[config.mk]
export PLATFORM = sky130hd
export DESIGN_NAME = hbi_host_bus
export DESIGN_NICKNAME = d
export VERILOG_FILES = /design/src/rtl/hbi_pkg.sv /design/src/rtl/hbi_decode.sv /design/src/rtl/hbi_status_reg.sv /design/src/rtl/hbi_result_hold.sv /design/src/rtl/hbi_host_bus.sv
export SDC_FILE = /design/constraint.sdc
export NUM_CORES = 1
export LEC_CHECK = 0
export BUFFER_PORTS_ARGS = -buffer_cell sky130_fd_sc_hd__clkbuf_2
export CAP_MARGIN = 20
export CORE_MARGIN = 8
export CORE_UTILIZATION = 41
export DETAILED_ROUTE_END_ITERATION = 8
export PLACE_DENSITY_LB_ADDON = 0.08
export SETUP_SLACK_MARGIN = 0.02
export SYNTH_ARGS = -nofsm -noshare
export SYNTH_HDL_FRONTEND = slang
export SYNTH_SLANG_ARGS = --single-unit
[constraint.sdc]
create_clock -name clk -period 1.7 [get_ports clk]
set_input_delay 0.51 -clock clk [delete_from_list [all_inputs] [get_ports clk]]
set_output_delay 0.51 -clock clk [all_outputs]
set_load 0.02 [all_outputs]
[src/rtl/hbi_pkg.sv]
package hbi_pkg;

    localparam int RES_W_DEF = 12;
    localparam int BYTE_W    = 8;

    localparam int POS_LATCHED = 0;
    localparam int POS_SAMPLE  = 2;
    localparam int POS_PDN     = 3;
    localparam int POS_PFAIL   = 5;

    typedef enum logic [1:0] {
        ACC_RES_LO = 2'b00,
        ACC_RES_HI = 2'b01,
        ACC_RSVD   = 2'b10,
        ACC_STAT   = 2'b11
    } access_e;

    typedef struct packed {
        logic sample_timing;
        logic power_down;
        logic latched;
    } ctrl_t;

    typedef struct packed {
        logic busy;
        logic cal_err;
        logic pwr_fail;
        logic rsvd;
        logic power_down;
        logic sample_timing;
        logic cal_run;
        logic latched;
    } status_t;

    localparam ctrl_t CTRL_RESET = '{sample_timing: 1'b0, power_down: 1'b1, latched: 1'b0};

    function automatic access_e decode_access(input logic reg_sel, input logic byte_hi);
        return access_e'({reg_sel, byte_hi});
    endfunction

    function automatic ctrl_t ctrl_from_bus(input logic [BYTE_W-1:0] d);
        ctrl_t c;
        c.latched       = d[POS_LATCHED];
        c.sample_timing = d[POS_SAMPLE];
        c.power_down    = d[POS_PDN];
        return c;
    endfunction

endpackage

[src/rtl/hbi_decode.sv]
module hbi_decode
    import hbi_pkg::*;
(
    input  logic    clk,
    input  logic    rst,
    input  logic    cs_n,
    input  logic    rd_n,
    input  logic    wr_n,
    input  logic    reg_sel,
    input  logic    byte_hi,
    output logic    rd_act,
    output logic    ctrl_wr,
    output access_e acc
);

    logic wr_act;
    logic wr_q;

    assign rd_act = ~(cs_n | rd_n);
    assign wr_act = ~(cs_n | wr_n);
    assign acc    = decode_access(reg_sel, byte_hi);

    always_ff @(posedge clk) begin
        if (rst) wr_q <= 1'b0;
        else     wr_q <= wr_act;
    end

    assign ctrl_wr = wr_act & ~wr_q & (acc == ACC_STAT);


    one_write_per_strobe_chk: assert property (@(posedge clk) disable iff (rst)
        ctrl_wr |=> !ctrl_wr);

endmodule

[src/rtl/hbi_status_reg.sv]
module hbi_status_reg
    import hbi_pkg::*;
(
    input  logic              clk,
    input  logic              rst,
    input  logic              ctrl_wr,
    input  logic [BYTE_W-1:0] bus_in,
    input  logic              busy_in,
    input  logic              cal_active,
    input  logic              cal_ovf,
    input  logic              supply_fail,
    output ctrl_t             ctrl,
    output status_t           status
);

    logic pwr_fail;
    logic cal_err;
    logic cal_q;
    logic pf_clear;
    logic cal_rise;
    logic unused_bits;

    assign unused_bits = ^{bus_in[7:6], bus_in[4], bus_in[1]};
    assign pf_clear    = ctrl_wr & ~bus_in[POS_PFAIL];
    assign cal_rise    = cal_active & ~cal_q;

    always_ff @(posedge clk) begin
        if (rst) begin
            ctrl     <= CTRL_RESET;
            pwr_fail <= 1'b0;
            cal_err  <= 1'b0;
            cal_q    <= 1'b0;
        end else begin
            if (ctrl_wr) ctrl <= ctrl_from_bus(bus_in);
            pwr_fail <= supply_fail | (pwr_fail & ~pf_clear);
            cal_err  <= cal_ovf | (cal_err & ~cal_rise);
            cal_q    <= cal_active;
        end
    end

    always_comb begin
        status               = '0;
        status.latched       = ctrl.latched;
        status.cal_run       = cal_active;
        status.sample_timing = ctrl.sample_timing;
        status.power_down    = ctrl.power_down;
        status.rsvd          = 1'b0;
        status.pwr_fail      = pwr_fail;
        status.cal_err       = cal_err;
        status.busy          = busy_in;
    end


    reset_defaults_chk: assert property (@(posedge clk) disable iff (rst)
        $past(rst) |-> (ctrl.power_down && !ctrl.latched && !ctrl.sample_timing && !pwr_fail && !cal_err));


    ctrl_load_chk: assert property (@(posedge clk) disable iff (rst)
        ctrl_wr |=> (ctrl.latched == $past(bus_in[POS_LATCHED]) && ctrl.power_down == $past(bus_in[POS_PDN])));


    pfail_set_chk: assert property (@(posedge clk) disable iff (rst)
        supply_fail |=> status.pwr_fail);


    calerr_set_chk: assert property (@(posedge clk) disable iff (rst)
        cal_ovf |=> status.cal_err);

endmodule

[src/rtl/hbi_result_hold.sv]
module hbi_result_hold #(
    parameter int RES_W = 12
) (
    input  logic             clk,
    input  logic             rst,
    input  logic             conv_done,
    input  logic [RES_W-1:0] sar_word,
    input  logic             latched,
    output logic [RES_W-1:0] word_out
);

    logic [RES_W-1:0] hold_q;

    always_ff @(posedge clk) begin
        if (rst)            hold_q <= '0;
        else if (conv_done) hold_q <= sar_word;
    end

    assign word_out = latched ? hold_q : sar_word;


    hold_stable_chk: assert property (@(posedge clk) disable iff (rst)
        !conv_done |=> $stable(hold_q));

endmodule

[src/rtl/hbi_host_bus.sv]
module hbi_host_bus
    import hbi_pkg::*;
#(
    parameter int RES_W = hbi_pkg::RES_W_DEF
) (
    input  logic              clk,
    input  logic              rst,
    input  logic              cs_n,
    input  logic              rd_n,
    input  logic              wr_n,
    input  logic              reg_sel,
    input  logic              byte_hi,
    input  logic [BYTE_W-1:0] bus_in,
    output logic [BYTE_W-1:0] bus_out,
    output logic              bus_oe,
    input  logic [RES_W-1:0]  sar_word,
    input  logic              conv_done,
    input  logic              busy_in,
    input  logic              cal_active,
    input  logic              cal_ovf,
    input  logic              supply_fail,
    output logic              latched_mode,
    output logic              sample_timing,
    output logic              power_down
);

    localparam int HI_W  = RES_W - BYTE_W;
    localparam int PAD_W = BYTE_W - HI_W;

    logic             rd_act;
    logic             ctrl_wr;
    access_e          acc;
    ctrl_t            ctrl;
    status_t          status;
    logic [RES_W-1:0] word;
    logic [BYTE_W-1:0] rd_byte;

    hbi_decode u_decode (
        .clk     (clk),
        .rst     (rst),
        .cs_n    (cs_n),
        .rd_n    (rd_n),
        .wr_n    (wr_n),
        .reg_sel (reg_sel),
        .byte_hi (byte_hi),
        .rd_act  (rd_act),
        .ctrl_wr (ctrl_wr),
        .acc     (acc)
    );

    hbi_status_reg u_status (
        .clk         (clk),
        .rst         (rst),
        .ctrl_wr     (ctrl_wr),
        .bus_in      (bus_in),
        .busy_in     (busy_in),
        .cal_active  (cal_active),
        .cal_ovf     (cal_ovf),
        .supply_fail (supply_fail),
        .ctrl        (ctrl),
        .status      (status)
    );

    hbi_result_hold #(.RES_W(RES_W)) u_hold (
        .clk       (clk),
        .rst       (rst),
        .conv_done (conv_done),
        .sar_word  (sar_word),
        .latched   (ctrl.latched),
        .word_out  (word)
    );

    always_comb begin
        case (acc)
            ACC_RES_LO: rd_byte = word[BYTE_W-1:0];
            ACC_RES_HI: rd_byte = {{PAD_W{1'b0}}, word[RES_W-1:BYTE_W]};
            ACC_STAT:   rd_byte = status;
            default:    rd_byte = '0;
        endcase
    end

    assign bus_oe        = rd_act;
    assign bus_out       = rd_act ? rd_byte : '0;
    assign latched_mode  = ctrl.latched;
    assign sample_timing = ctrl.sample_timing;
    assign power_down    = ctrl.power_down;


    ignored_write_chk: assert property (@(posedge clk) disable iff (rst)
        (!cs_n && !wr_n && !(reg_sel && byte_hi)) |=> $stable(ctrl));


    bus_release_chk: assert property (@(posedge clk) disable iff (rst)
        !bus_oe |-> (bus_out == '0));

endmodule

==> results of run 1 <==
## power groups by stage
stage | clock network [W] | registers, W | logic [W]
after CTS | 0.000236 | 0.000482 | 0.000206
after global placement | 0 | 0.000491 | 0.000189
final | 0.000228 | 0.000482 | 0.000216
after global routing | 0.000255 | 0.000485 | 0.000237
after floorplan | 0 | 0.000489 | 0.000120
after detailed placement | 0 | 0.000492 | 0.000193
## critical path, delay by kind of cell (launching register included)
kind,cells,cell delay [ns]
buffers and inverters,1,0.12
flip-flops,1,0.40
multiplexers,1,0.51
AO/OA/AOI/OAI,1,0.28
## placed cells by master, fill, tap and decap left out, types with 2 or more instances in the layout
| cell type | synthesis | layout |
|---|---|---|
| mux2_1 | 3 | 3 |
| dfxtp_1 | 19 | 18 |
| nor2_1 | 19 | 19 |
| mux2i_1 | 16 | 15 |
| buf_8 | 0 | 3 |
| clkbuf_2 | 0 | 31 |
| nand2b_1 | 2 | 2 |
| buf_4 | 0 | 12 |
| a22oi_2 | 0 | 3 |
| nor2b_1 | 2 | 2 |
| clkbuf_4 | 0 | 4 |
| mux4_2 | 2 | 2 |
| o21ai_0 | 3 | 3 |
| nand3_1 | 4 | 4 |
| nor3_1 | 2 | 2 |
| a21oi_1 | 4 | 3 |
| buf_6 | 2 | 4 |
## worst paths after layout
path / endpoint / from / cells after the start
setup / recovery: bus_out[2] / u_status.ctrl[0] / 3
hold / removal: u_decode.wr_q / wr_n / 2
setup reg to reg: u_status.ctrl[0] / u_status.ctrl[0] / 3
hold reg to reg: u_hold.hold_q[6] / u_hold.hold_q[6] / 2
## final cells by class
type | instances | area [sq um] | area share
Multi-Input combinational cell | 76 | 624 | 0.428
Sequential cell | 19 | 384 | 0.264
Timing Repair Buffer | 53 | 377 | 0.258
Tap cell | 30 | 37.5 | 0.0258
Clock buffer | 3 | 22.5 | 0.0155
Inverter | 2 | 7.51 | 0.00515
Clock inverter | 1 | 5.00 | 0.00343
## flip-flops by register name, indices dropped and copies added (netlist names)
| signal | count |
|---|---|
| u_status.pwr_fail | 1 |
| u_status.cal_err | 1 |
| u_status.ctrl | 3 |
| u_hold.hold_q | 12 |
| u_decode.wr_q | 1 |
| u_status.cal_q | 1 |
## stage by stage
stage                     utilization  power, W  setup WS, ns  setup TNS, ns  std cells
final                           0.611  0.000926        -0.407          -2.65        184
after global routing            0.611  0.000978        -0.461          -3.25        184
after CTS                       0.593  0.000925        -0.430          -2.97        183
after detailed placement        0.555  0.000684        -0.372          -2.94        178
after global placement          0.555  0.000680        -0.360          -2.78        178
after floorplan                     -  0.000609        -0.137         -0.789        105
## cells by family (layout without fill, tap and decap cells)
group | after synthesis | after routing | synth area share
mux | 21 | 21 | 0.240
buf+inv | 10 | 59 | 0.0578
compound gates | 16 | 16 | 0.116
flops | 19 | 19 | 0.382
simple gates | 39 | 39 | 0.204
## repair_timing
item | 4_1_cts | 5_1_grt
pin swaps | 2 | 3
gates resized for setup | 14 | 13
setup endpoints to repair | 9 | 9
setup buffers | 1 | 1
## routing by layer
layer,share of wire,global-route usage,vias to the layer above
met1,0.47,0.152,422
met5,0,0,-
met4,0.012,0.0490,0
li1,-,-,476
met3,0.056,0.0340,4
met2,0.46,0.191,24
==> reports/metrics.cfg, run 1 <==
[detailed_routing]
drt-pass1-iter-count = 4
wl_per_cell_microns = 13.8
viasPerCell = 5.03
num_vias = 926
drtAntennaViolNets = 0
wl_mm = 2.53
drc = 0
drt_iter0_drc = 35

[timing]
timing.final.crit_share = 1.24
fin_skew_ns = 0.000273
worstMarginPinSlew_ns = 0.403
maxSlewHeadroom = 0.731
hold_ws_ns = 0.379
rsz0062_at_grt = true
max_freq_mhz = 474
hold_violations = 0
layout_setup_ws_ns = -0.407
finalCriticalPeriod_ns = 2.11
timing_max_transition_violations_final = 0
setup_viol = 9

[power_and_ir_drop]
seqPwrFrac = 0.521
power_density_nw_per_um2 = 636
p_comb_frac = 0.233
vdd_drop_max_mv = 0.397
leakage_nw = 0.671
p_int_w = 0.000672
p_sw_frac = 0.274
switchingPower_w = 0.000254
clockPowerShare = 0.246

[status]
violations = negative setup slack
run_status = finished with violations

[worst_setup_path]
cp_slowest_cell = mux4_2
critical_path_arrival_ns = 1.60
crit_chain = mux4_2 -> a22o_4 -> buf_8
crit_type = flop to output pin
critical_path_peak_fanout = 4
max_stage_delay_ns = 0.51
crit_path_end_kind = output pin
start_kind = flop
required_ns = 1.19
r2r_setup_slack_ns = 0.81

[run]
maxCapViolations = 0

[yosys]
syn_area_per_cell_sq_um = 9.47
synth_commonest_cells = dfxtp_1, nor2_1, mux2i_1
synthCells = 105
syn_area_sq_um = 995
ys_ff_latch = 19
synth_edf_count = 0
ys_types = 33
yosysTopAreaCell = dfxtp_1
synth-seq-area-share = 0.382
synth_flop_cell = dfxtp_1
synth.top_cell.area_share = 0.382
syn_nets = 137
synth-warning-count = 0
yosys-top-cells-area = dfxtp_1, mux2i_1, nor2_1
synthArstFlopShare = 0

[clock_network]
cts_tree = built
hold_buffers = 0
cts_root_buffer = clkbuf_4
clock_path_buffers = 2
numCtsBuffers = 3
htree_levels = 1
clk_pin_slew_ns = 0.11
clk_latency_ns = 0.30
cts.sinks = 19

[place]
io_buffers = 39
hpwl_mm = 2.01
place_congestion = 0.747
placed_area_sq_um = 1330

[grt]
antenna_found_initial = 0
grt_pass1_vias = 932
grt.overflow.total = 0
grt_pass1_wl_mm = 4.16
track_usage = 0.121
grt_max_degree = 20

[layout]
syn_to_final_growth_pct = 46.5
num-fill-cells = 240
diodes = 0
drive_gt1_frac = 0.468
post-route-cell-area_sq_um = 1460
nets = 187

[die]
die_h_microns = 65.3
die_area_sq_um = 4260
die_w_microns = 65.3
ios = 44
coreArea_sq_um = 2390
num_rows = 18
initial_core_util = 0.417

[worst_hold_path]
hold_class = input port to flop

(Power assumes the default switching activity.)
==> run 2: changes to the inputs <==
--- a/config.mk
+++ b/config.mk
@@ -8,7 +8,8 @@
 export BUFFER_PORTS_ARGS = -buffer_cell sky130_fd_sc_hd__clkbuf_2
 export CAP_MARGIN = 20
 export CORE_MARGIN = 8
-export CORE_UTILIZATION = 41
+export CORE_UTILIZATION = 43
+export CTS_BUF_LIST = sky130_fd_sc_hd__clkbuf_2 sky130_fd_sc_hd__clkbuf_4 sky130_fd_sc_hd__clkbuf_8
 export DETAILED_ROUTE_END_ITERATION = 8
 export PLACE_DENSITY_LB_ADDON = 0.08
 export SETUP_SLACK_MARGIN = 0.02
==> constraint.sdc (replaced) <==
create_clock -name clk -period 1.8 [get_ports clk]
set_input_delay 0.54 -clock clk [delete_from_list [all_inputs] [get_ports clk]]
set_output_delay 0.54 -clock clk [all_outputs]
set_load 0.02 [all_outputs]
==> reports/metrics.cfg, run 2 (synthesized netlist as in run 1, its figures left out) <==
[clock_network]
htree_levels = 1  ; unchanged
cts_setup_buffers = 0  ; -1
cts.sinks = 19  ; unchanged
clock_path_buffers = 2  ; unchanged
clk_latency_ns = 0.29  ; about the same
hold_buffers = 0  ; unchanged
clk_pin_slew_ns = 0.11  ; about the same
cts_tree = built
numCtsBuffers = 3  ; unchanged
cts_root_buffer = clkbuf_4

[layout]
drive_gt1_frac = 0.430  ; -0.0371
regMostFlops = u_hold.hold_q
post-route-cell-area_sq_um = 1400  ; -4.3%
final_cell_mix = clkbuf_2, nor2_1, dfxtp_1
top_regs = u_hold.hold_q: 12 flops, u_status.ctrl: 3 flops
syn_to_final_growth_pct = 40.3
num-fill-cells = 195  ; -19%
nets = 184  ; -1.6%
instances_no_fill = 179  ; -2.7%
diodes = 0  ; unchanged
largest_register_ffs = 12  ; unchanged
layout_commonest_cell = clkbuf_2

[detailed_routing]
wl_mm = 2.72  ; +7.3%
drtAntennaViolNets = 0  ; unchanged
num_vias = 954  ; +3.0%
drc = 0  ; unchanged
wl_per_cell_microns = 15.2  ; +10%
drt-pass1-iter-count = 4  ; unchanged
viasPerCell = 5.33  ; +5.9%
drt_iter0_drc = 20  ; -43%

[grt]
gr-usage-met1 = 0.148  ; -0.00390
grt.overflow.total = 0  ; unchanged
antenna_found_initial = 0  ; unchanged
use_met2 = 0.241  ; +0.0503
grt-busiest-layer = met2
track_usage = 0.135  ; +0.0140
grt_max_degree = 20  ; unchanged
grt_pass1_vias = 1060  ; +14%
met3_usage = 0.0383  ; +0.00431
grt_pass1_wl_mm = 4.58  ; +10%

[timing]
layout_setup_ws_ns = -0.322  ; +0.0852 ns
max_freq_mhz = 471
timing.final.crit_share = 1.18
rsz0062_at_grt = true
worstMarginPinSlew_ns = 0.417  ; +0.0138 ns
setup_viol = 8  ; -1
finalCriticalPeriod_ns = 2.12
timing_max_transition_violations_final = 0  ; unchanged
fin_skew_ns = 0.00269  ; +0.00242 ns
maxSlewHeadroom = 0.722  ; -0.00922
hold_violations = 0  ; unchanged
tns_ns = -2.01  ; +0.644 ns

[worst_setup_path]
cp_slowest_cell = mux4_2
critical_path_peak_fanout = 4  ; unchanged
critical_path_arrival_ns = 1.58  ; -0.02 ns
crit_path_end_kind = output pin
start_kind = flop
crit_type = flop to output pin
max_stage_delay_ns = 0.51  ; about the same
crit_chain = mux4_2 -> a22o_4 -> buf_8
required_ns = 1.26  ; +0.07 ns

[power_and_ir_drop]
power_density_nw_per_um2 = 627  ; -1.4%
vdd_drop_max_mv = 0.392  ; -1.2%
leakage_nw = 0.646  ; -3.7%
total_power_w = 0.000874  ; -5.6%

[place]
hpwl_mm = 2.10  ; +4.4%
io_buffers = 39  ; unchanged
place_congestion = 0.750  ; +0.40%
placed_area_sq_um = 1310  ; -0.94%
post-place-ws_ns = -0.352  ; +0.0197 ns
dp.cells = 175  ; -1.7%

[die]
initial_core_util = 0.454  ; +0.0374
die_area_sq_um = 4110  ; -3.5%
die_w_microns = 64.1  ; -1.8%
ios = 44  ; unchanged
die_h_microns = 64.1  ; -1.8%
coreArea_sq_um = 2190  ; -8.2%
num_rows = 17  ; -1

[run]
maxCapViolations = 0  ; unchanged

[status]
violations = negative setup slack
run_status = finished with violations

[worst_hold_path]
hold_class = input port to flop

## run 2: cell count changes in the layout (fill, tap and decap cells not counted), sizes merged
| cell | previous run | this run |
|---|---|---|
| clkbuf | 36 | 38 |
| clkinv | 1 | 0 |
| buf | 20 | 16 |
## run 2: layer usage
metal / up-vias / share of wire
li1: 471 / -
met1: 456 / 0.43
met2: 25 / 0.51
met3: 2 / 0.047
met4: 0 / 0.0052
met5: - / 0
## run 2: cell type report
| class | count | area, sq um | share of cell area |
|---|---|---|---|
| Timing Repair Buffer | 50 | 333 | 0.239 |
| Clock buffer | 4 | 30.0 | 0.0215 |
| Multi-Input combinational cell | 76 | 606 | 0.434 |
| Inverter | 2 | 7.51 | 0.00538 |
| Tap cell | 28 | 35.0 | 0.0251 |
| Sequential cell | 19 | 384 | 0.275 |
## run 2: what timing repair did
| item | CTS | global route |
|---|---|---|
| gates resized for setup | 9 | 11 |
| hold endpoints to repair | 0 | 0 |
| pin swaps | 1 | 1 |
| endpoints found under the setup margin | 9 | 9 |
## run 2: worst paths after layout
kind / slack (ns) / from / end / cells past startpoint
setup / recovery: -0.32 / u_status.ctrl[0] / bus_out[2] / 3
setup reg to reg: 0.89 / u_decode.wr_q / u_status.pwr_fail / 2
hold / removal: 0.44 / wr_n / u_decode.wr_q / 2
hold reg to reg: 0.50 / u_hold.hold_q[10] / u_hold.hold_q[10] / 2
## run 2: per-stage QoR
stage / utilization / hold slack [ns]
2_1_floorplan: - / 0.452
3_3_place_gp: 0.599 / 0.469
3_5_place_dp: 0.599 / 0.480
4_1_cts: 0.627 / 0.425
5_1_grt: 0.637 / 0.424
6_report: 0.637 / 0.436
## run 2: power breakdown
| group | internal (W) | switching (W) |
|---|---|---|
| sequential | 0.000442 | 0.0000127 |
| combinational | 0.0000992 | 0.0000937 |
| clock | 0.000101 | 0.000126 |
| total | 0.000642 | 0.000232 |
## run 2: worst max-delay path: cells and delay by family (launching register included)
kind	cells	cell delay, ns
AOI/OAI and AO/OA	1	0.28
DFF	1	0.39
buffers and inverters	1	0.12
muxes	1	0.51
